--- src/rtl/fwdl_pkg.sv ---
package fwdl_pkg;
  localparam int FWDL_HDR_BYTES = 32;
  localparam int DL_EN_BIT  = 0;
  localparam int DL_RDY_BIT = 1;
  localparam int DL_CHK_BIT = 2;
  localparam int DL_CLR_BIT = 19;
  localparam int SYS_EN_BIT = 10;

  typedef enum logic [3:0] {
    S_IDLE, S_PROBE, S_WAITPEER, S_CLAIM, S_HDR, S_EN_SYS, S_EN_DL,
    S_EN_CLR, S_PAGESEL, S_DATA, S_DIS, S_POLL, S_SETRDY, S_FINISH
  } fwdl_state_e;

  typedef enum logic [1:0] {
    FWDL_OK = 2'd0, FWDL_ERR_PAGES = 2'd1, FWDL_ERR_CHK = 2'd2
  } fwdl_err_e;
endpackage

--- src/rtl/fwdl_len_calc.sv ---
module fwdl_len_calc #(
  parameter int LEN_W      = 16,
  parameter int PAGE_BYTES = 4096,
  parameter int MAX_PAGES  = 8,
  localparam int POS_W     = LEN_W + 1
) (
  input  logic [LEN_W-1:0] img_len,
  input  logic             hdr_en,
  input  logic             pad_en,
  output logic [LEN_W-1:0] hdr_n,
  output logic [LEN_W-1:0] raw_n,
  output logic [POS_W-1:0] pad_n,
  output logic             too_big
);
  localparam int CAP = MAX_PAGES * PAGE_BYTES;
  localparam logic [LEN_W-1:0] HDR = LEN_W'(fwdl_pkg::FWDL_HDR_BYTES);

  logic [POS_W-1:0] ext;

  always_comb begin
    if (!hdr_en)            hdr_n = '0;
    else if (img_len < HDR) hdr_n = img_len;
    else                    hdr_n = HDR;
    raw_n = img_len - hdr_n;
    ext   = {1'b0, raw_n};
    pad_n = pad_en ? ((ext + POS_W'(3)) & ~POS_W'(3)) : ext;
    too_big = ({1'b0, pad_n} > (POS_W + 1)'(CAP));
  end
endmodule

--- src/rtl/fwdl_poll_cnt.sv ---
module fwdl_poll_cnt #(
  parameter int LIMIT = 1000,
  localparam int CW   = $clog2(LIMIT + 1)
) (
  input  logic clk,
  input  logic rst_n,
  input  logic run,
  output logic last
);
  logic [CW-1:0] cnt;

  always_ff @(posedge clk or negedge rst_n) begin
    if (!rst_n)         cnt <= '0;
    else if (!run)      cnt <= '0;
    else if (!last)     cnt <= cnt + CW'(1);
  end

  assign last = run && (cnt == CW'(LIMIT - 1));
endmodule

--- src/rtl/fwdl_byte_src.sv ---
module fwdl_byte_src (
  input  logic       take,
  input  logic       pad_zero,
  input  logic       s_valid,
  input  logic [7:0] s_data,
  output logic       s_ready,
  output logic       byte_ok,
  output logic [7:0] byte_val
);
  assign s_ready  = take && !pad_zero;
  assign byte_ok  = take && (pad_zero || s_valid);
  assign byte_val = pad_zero ? 8'h00 : s_data;
endmodule

--- src/rtl/fwdl_sequencer.sv ---
module fwdl_sequencer
  import fwdl_pkg::*;
#(
  parameter int ADDR_W     = 16,
  parameter int LEN_W      = 16,
  parameter int PAGE_BYTES = 4096,
  parameter int MAX_PAGES  = 8,
  parameter int WAIT_POLLS = 5000,
  parameter int CHK_POLLS  = 1000,
  parameter logic [ADDR_W-1:0] SYSFN_ADDR = 'h0000,
  parameter logic [ADDR_W-1:0] DLCTL_ADDR = 'h0080,
  parameter logic [ADDR_W-1:0] WIN_BASE   = 'h1000
) (
  input  logic              clk,
  input  logic              rst_n,
  input  logic              start,
  input  logic [LEN_W-1:0]  img_len,
  input  logic              hdr_en,
  input  logic              pad_en,
  input  logic              s_valid,
  input  logic [7:0]        s_data,
  output logic              s_ready,
  output logic              wr_valid,
  output logic [ADDR_W-1:0] wr_addr,
  output logic [3:0]        wr_be,
  output logic [31:0]       wr_data,
  input  logic [31:0]       sysfn_rd,
  input  logic [31:0]       dlctl_rd,
  input  logic              peer_busy,
  output logic              busy_out,
  output logic              done,
  output logic [1:0]        err_code
);
  localparam int PAGE_W = $clog2(PAGE_BYTES);
  localparam int POS_W  = LEN_W + 1;

  fwdl_state_e      state;
  logic [LEN_W-1:0] cfg_len;
  logic             cfg_hdr, cfg_pad;
  logic [LEN_W-1:0] hdr_n, raw_n, hcnt;
  logic [POS_W-1:0] pad_n, pos, pos_inc, remain;
  logic             too_big, wait_last, chk_last;
  logic             take, pad_zero, byte_ok, tail;
  logic [7:0]       byte_val;
  logic [23:0]      word_buf;
  logic [2:0]       page;
  logic [PAGE_W-1:0] off;

  fwdl_len_calc #(.LEN_W(LEN_W), .PAGE_BYTES(PAGE_BYTES), .MAX_PAGES(MAX_PAGES)) u_len (
    .img_len(cfg_len), .hdr_en(cfg_hdr), .pad_en(cfg_pad),
    .hdr_n(hdr_n), .raw_n(raw_n), .pad_n(pad_n), .too_big(too_big));

  fwdl_poll_cnt #(.LIMIT(WAIT_POLLS)) u_wait (
    .clk(clk), .rst_n(rst_n), .run(state == S_WAITPEER), .last(wait_last));

  fwdl_poll_cnt #(.LIMIT(CHK_POLLS)) u_chk (
    .clk(clk), .rst_n(rst_n), .run(state == S_POLL), .last(chk_last));

  assign take     = (state == S_HDR) || (state == S_DATA);
  assign pad_zero = (state == S_DATA) && (pos >= {1'b0, raw_n});

  fwdl_byte_src u_src (
    .take(take), .pad_zero(pad_zero), .s_valid(s_valid), .s_data(s_data),
    .s_ready(s_ready), .byte_ok(byte_ok), .byte_val(byte_val));

  assign pos_inc = pos + POS_W'(1);
  assign remain  = pad_n - {pos[POS_W-1:2], 2'b00};
  assign tail    = remain < POS_W'(4);
  assign page    = pos[PAGE_W +: 3];
  assign off     = pos[PAGE_W-1:0];

  always_ff @(posedge clk or negedge rst_n) begin
    if (!rst_n) begin
      state    <= S_IDLE;
      cfg_len  <= '0;
      cfg_hdr  <= 1'b0;
      cfg_pad  <= 1'b0;
      hcnt     <= '0;
      pos      <= '0;
      word_buf <= '0;
      wr_valid <= 1'b0;
      wr_addr  <= '0;
      wr_be    <= '0;
      wr_data  <= '0;
      busy_out <= 1'b0;
      done     <= 1'b0;
      err_code <= FWDL_OK;
    end else begin
      wr_valid <= 1'b0;
      done     <= 1'b0;
      unique case (state)
        S_IDLE: if (start) begin
          cfg_len  <= img_len;
          cfg_hdr  <= hdr_en;
          cfg_pad  <= pad_en;
          err_code <= FWDL_OK;
          state    <= S_PROBE;
        end
        S_PROBE: begin
          if (dlctl_rd[DL_RDY_BIT]) state <= S_FINISH;
          else if (peer_busy)       state <= S_WAITPEER;
          else                      state <= S_CLAIM;
        end
        S_WAITPEER: begin
          if (dlctl_rd[DL_RDY_BIT])         state <= S_FINISH;
          else if (!peer_busy || wait_last) state <= S_CLAIM;
        end
        S_CLAIM: begin
          busy_out <= 1'b1;
          hcnt     <= '0;
          if (too_big) begin
            err_code <= FWDL_ERR_PAGES;
            state    <= S_FINISH;
          end else if (hdr_n != '0) state <= S_HDR;
          else                      state <= S_EN_SYS;
        end
        S_HDR: if (byte_ok) begin
          hcnt <= hcnt + LEN_W'(1);
          if (hcnt + LEN_W'(1) == hdr_n) state <= S_EN_SYS;
        end
        S_EN_SYS: begin
          wr_valid <= 1'b1;
          wr_addr  <= SYSFN_ADDR;
          wr_be    <= 4'b0010;
          wr_data  <= sysfn_rd | (32'd1 << SYS_EN_BIT);
          state    <= S_EN_DL;
        end
        S_EN_DL: begin
          wr_valid <= 1'b1;
          wr_addr  <= DLCTL_ADDR;
          wr_be    <= 4'b0001;
          wr_data  <= dlctl_rd | (32'd1 << DL_EN_BIT);
          state    <= S_EN_CLR;
        end
        S_EN_CLR: begin
          wr_valid <= 1'b1;
          wr_addr  <= DLCTL_ADDR;
          wr_be    <= 4'b0100;
          wr_data  <= dlctl_rd & ~(32'd1 << DL_CLR_BIT);
          pos      <= '0;
          state    <= (pad_n == '0) ? S_DIS : S_PAGESEL;
        end
        S_PAGESEL: begin
          wr_valid <= 1'b1;
          wr_addr  <= DLCTL_ADDR;
          wr_be    <= 4'b0100;
          wr_data  <= {dlctl_rd[31:20], 1'b0, page, dlctl_rd[15:0]};
          state    <= S_DATA;
        end
        S_DATA: if (byte_ok) begin
          if (tail) begin
            wr_valid <= 1'b1;
            wr_addr  <= WIN_BASE + ADDR_W'(off);
            wr_be    <= 4'b0001 << pos[1:0];
            wr_data  <= {4{byte_val}};
          end else if (pos[1:0] == 2'd3) begin
            wr_valid <= 1'b1;
            wr_addr  <= WIN_BASE + ADDR_W'({off[PAGE_W-1:2], 2'b00});
            wr_be    <= 4'b1111;
            wr_data  <= {byte_val, word_buf};
          end else begin
            word_buf[pos[1:0]*8 +: 8] <= byte_val;
          end
          pos <= pos_inc;
          if (pos_inc == pad_n)                 state <= S_DIS;
          else if (pos_inc[PAGE_W-1:0] == '0)   state <= S_PAGESEL;
        end
        S_DIS: begin
          wr_valid <= 1'b1;
          wr_addr  <= DLCTL_ADDR;
          wr_be    <= 4'b0001;
          wr_data  <= dlctl_rd & ~(32'd1 << DL_EN_BIT);
          state    <= S_POLL;
        end
        S_POLL: begin
          if (dlctl_rd[DL_CHK_BIT]) state <= S_SETRDY;
          else if (chk_last) begin
            err_code <= FWDL_ERR_CHK;
            state    <= S_FINISH;
          end
        end
        S_SETRDY: begin
          wr_valid <= 1'b1;
          wr_addr  <= DLCTL_ADDR;
          wr_be    <= 4'b0001;
          wr_data  <= dlctl_rd | (32'd1 << DL_RDY_BIT);
          state    <= S_FINISH;
        end
        S_FINISH: begin
          busy_out <= 1'b0;
          done     <= 1'b1;
          state    <= S_IDLE;
        end
        default: state <= S_IDLE;
      endcase
    end
  end
endmodule

--- config.mk ---
export PLATFORM = sky130hd
export DESIGN_NAME = fwdl_sequencer
export DESIGN_NICKNAME = d
export VERILOG_FILES = /design/src/rtl/fwdl_pkg.sv /design/src/rtl/fwdl_len_calc.sv /design/src/rtl/fwdl_poll_cnt.sv /design/src/rtl/fwdl_byte_src.sv /design/src/rtl/fwdl_sequencer.sv
export SDC_FILE = /design/constraint.sdc
export NUM_CORES = 1
export LEC_CHECK = 0
export ABC_AREA = 1
export CORE_ASPECT_RATIO = 1.2
export CORE_UTILIZATION = 51
export DETAILED_ROUTE_END_ITERATION = 8
export PLACE_DENSITY = 0.78
export SLEW_MARGIN = 0
export SYNTH_ARGS = -nofsm -noshare
export SYNTH_HDL_FRONTEND = slang
export SYNTH_SLANG_ARGS = --single-unit
export TNS_END_PERCENT = 5
--- constraint.sdc ---
create_clock -name clk -period 4.7 [get_ports clk]
set_input_delay 0.47 -clock clk [delete_from_list [all_inputs] [get_ports clk]]
set_output_delay 0.47 -clock clk [all_outputs]
set_load 0.02 [all_outputs]
==> summary.txt <==
Sequential cell area fraction in the yosys report = 34.8%
Congestion Overflow GR = 0
Mux cell area share after synthesis = 1.20%
P&R area growth vs syn = 37.6%
Synth Register Bits = 156
Worst VDD drop = 526 µV
Routed Antenna Nets = 0
Leading area contributor after synthesis = dfrtp_1
TritonCTS Buffers = 17
Final Hold Violating Endpoints = 9
Yosys Warn Count = 0
Worst min path class = primary input to async pin
Most common cell after layout, fill and taps aside = nand2_1
CP Max Fanout = 17
Clock-pin slew on the worst setup and hold paths = 0.07 ns
Avg WL per Cell = 16.6 µm
CTS tree = yes
Cell repeated most along the worst path = nand2_2
Leak pwr = 7.56 nW
Top cells by area, synth = dfrtp_1, nand2_1, inv_1
Final worst path period need = 5.30 ns
I/O Buffers = 148
Unrepaired setup endpoints after global routing = yes
MaxCap Viol Count = 0
Post-detailed-routing wire length = 36600 µm
Status = complete, but fails checks
Share of layout cells above drive strength 1 = 20.1%
Antenna Cells = 0
Setup ws final = -0.599 ns
Worst-margin pin slew = 0.910 ns
CP max stage delay = 0.47 ns
Final RePlAce weighted congestion = 0.957
CP max stage cell = fa_1
Arrival time worst endpoint = 5.62 ns
WHS = -0.0280 ns
CTS root buffer = clkbuf_16
Core ar. = 21600 µm²
Initial Util = 51.9%
Die span in x = 137 µm
Failing checks = negative hold slack, negative setup slack
Final Setup Violations = 95
Crit end category = register
Via count = 12300
Die Area = 22600 µm²
Clk_skew = 0.0115 ns
Post-DP HPWL = 26200 µm
Ys async rst share = 100%
Period utilization = 113%
Most frequent cells in the layout = nand2_1, inv_1, nor2_1, dfrtp_1, clkdlybuf4s50_1
Critical path launch point type = register
TritonRoute pass-1 iters = 5
Post-Syn Instances = 1625
DRC = 0
Syn avg cell area = 6.90 µm²
Pwr Total = 11.4 mW
Largest family of logic cells by synthesized area = simple AND/OR/NAND/NOR gates
Pwr dens = 739 nW/µm²
H-tree levels = 4
Slew margin rel. = 39.2%
Kind of critical path = register to register
Vias in the first global route = 11800
Synth Area in Compound Gates = 12.0%
Post-layout util = 71.3%
EDFF count, synth = 0
Gr usage total = 31.6%
Global-route wire length before repair = 55800 µm
Largest net degree at the start of global routing = 57
Clk buf depth = 2
Slew Viols, Final = 0
Area share of xor/xnor cells in the synthesized design = 2.73%
Clock Latency Late Sink = 0.44 ns
F_max = 189 MHz
Critical Path RT = 5.02 ns
Unique masters post-synth = 52
Iteration-0 DRC count of the detailed router = 844
Mapped cell area = 11200 µm²
Vias/cell = 5.56
Main synth FF type = dfrtp_1
# IOs = 153
Die H = 164 µm
Antenna violations before repair = 0
Nets = 2076
Synth Area in Adders = 6.38%
Simple-gate portion of the synthesized area = 33.9%
Standard-cell rows = 59
Hold buffers post-CTS = 0
Clock sinks = 156
Post-synth top area share = 34.8%
## through the flow
step	instances	setup TNS, ns	hold slack, ns	area, µm²	worst slack [ns]
floorplan	1635	-2.14	0.174	11300	-0.0636
global placement	2159	-29.61	0.452	14100	-0.484
detailed placement	2159	-48.40	0.459	14100	-0.659
CTS	2202	-22.68	0.00494	15000	-0.378
global route	2212	-85.66	0.0242	15400	-0.997
finish	2212	-40.60	-0.0280	15400	-0.599
## critical path, delay by kind of cell (launching register included)
| family | cells | cell delay [ns] |
|---|---|---|
| AOI/OAI and AO/OA | 3 | 0.35 |
| and+or+nand+nor | 26 | 3.15 |
| buffers and inverters | 5 | 0.51 |
| adders and majority gates | 2 | 0.77 |
| DFF | 1 | 0.38 |
## power breakdown
group          switching [mW]  leakage [nW]  internal, mW
Sequential              0.273          2.03          1.71
Clock                   0.649         0.267         0.692
Combinational            4.66          5.27          3.43
Total                    5.58          7.56          5.83
## synthesized netlist by cell type (all sizes together) (3+ instances only)
cell	number
nor4	6
nand3	118
inv	210
a211oi	6
nor2	203
a21oi	73
o21bai	4
dfrtp	156
xnor2	5
buf	22
mux2	12
xor2	30
nand3b	5
ha	54
nand2	483
a31oi	3
nor3	29
a22o	16
o21ai	111
clkinv	3
a221oi	4
nand4	29
clkbuf	13
o22ai	10
## kinds of logic after synthesis
family / Yosys count
xor gates and xnor gates: 35
other: 2
DFF: 156
muxes: 12
adders and majority gates: 56
AOI/OAI and AO/OA: 237
and+or+nand+nor: 879
buffers and inverters: 248
## final timing paths
check	start	to	slack (ns)	depth (start not counted)
worst max register to register	cfg_len[11]	wr_data[8]	-0.60	36
worst min register to register	wr_addr[12]	wr_addr[12]	0.48	2
min in group clk	wr_addr[12]	wr_addr[12]	0.48	2
worst min-delay path	rst_n	u_wait.cnt[8]	-0.03	1
max in group asynchronous	rst_n	state[2]	3.60	2
worst max-delay path	cfg_len[11]	wr_data[8]	-0.60	36
## sequential cells by signal, summed over array words and instances (netlist names), 2 cells and up
name / cells
cfg_len: 16
word_buf: 24
err_code: 2
u_chk.cnt: 10
state: 4
wr_addr: 13
u_wait.cnt: 13
pos: 17
hcnt: 16
wr_be: 4
wr_data: 32
## repair_timing
| action | in CTS | in global routing |
|---|---|---|
| resized for setup | 66 | 100 |
| cloned | 2 | 2 |
| buffers inserted | 9 | 9 |
| setup endpoints to repair | 111 | 111 |
| pin swaps | 29 | 34 |
## area by class of cell
type / count / area [µm²]
repair buffers: 305 / 2840
flip-flops and latches: 156 / 3900
well taps: 274 / 343
clock buffers: 17 / 425
clock inverters: 15 / 135
fillers: 1662 / 6200
inverters: 213 / 810
multi-input cells: 1232 / 6970
## per-layer routing
layer	GRT usage (%)	vias to the layer above	wire [µm]
met1	34.8	5738	13800
met4	19.4	0	2040
met3	5.06	157	2370
met2	56.4	525	18400
met5	0	-	0
li1	-	5868	-
Note: power is estimated with default switching activity, not from simulation.
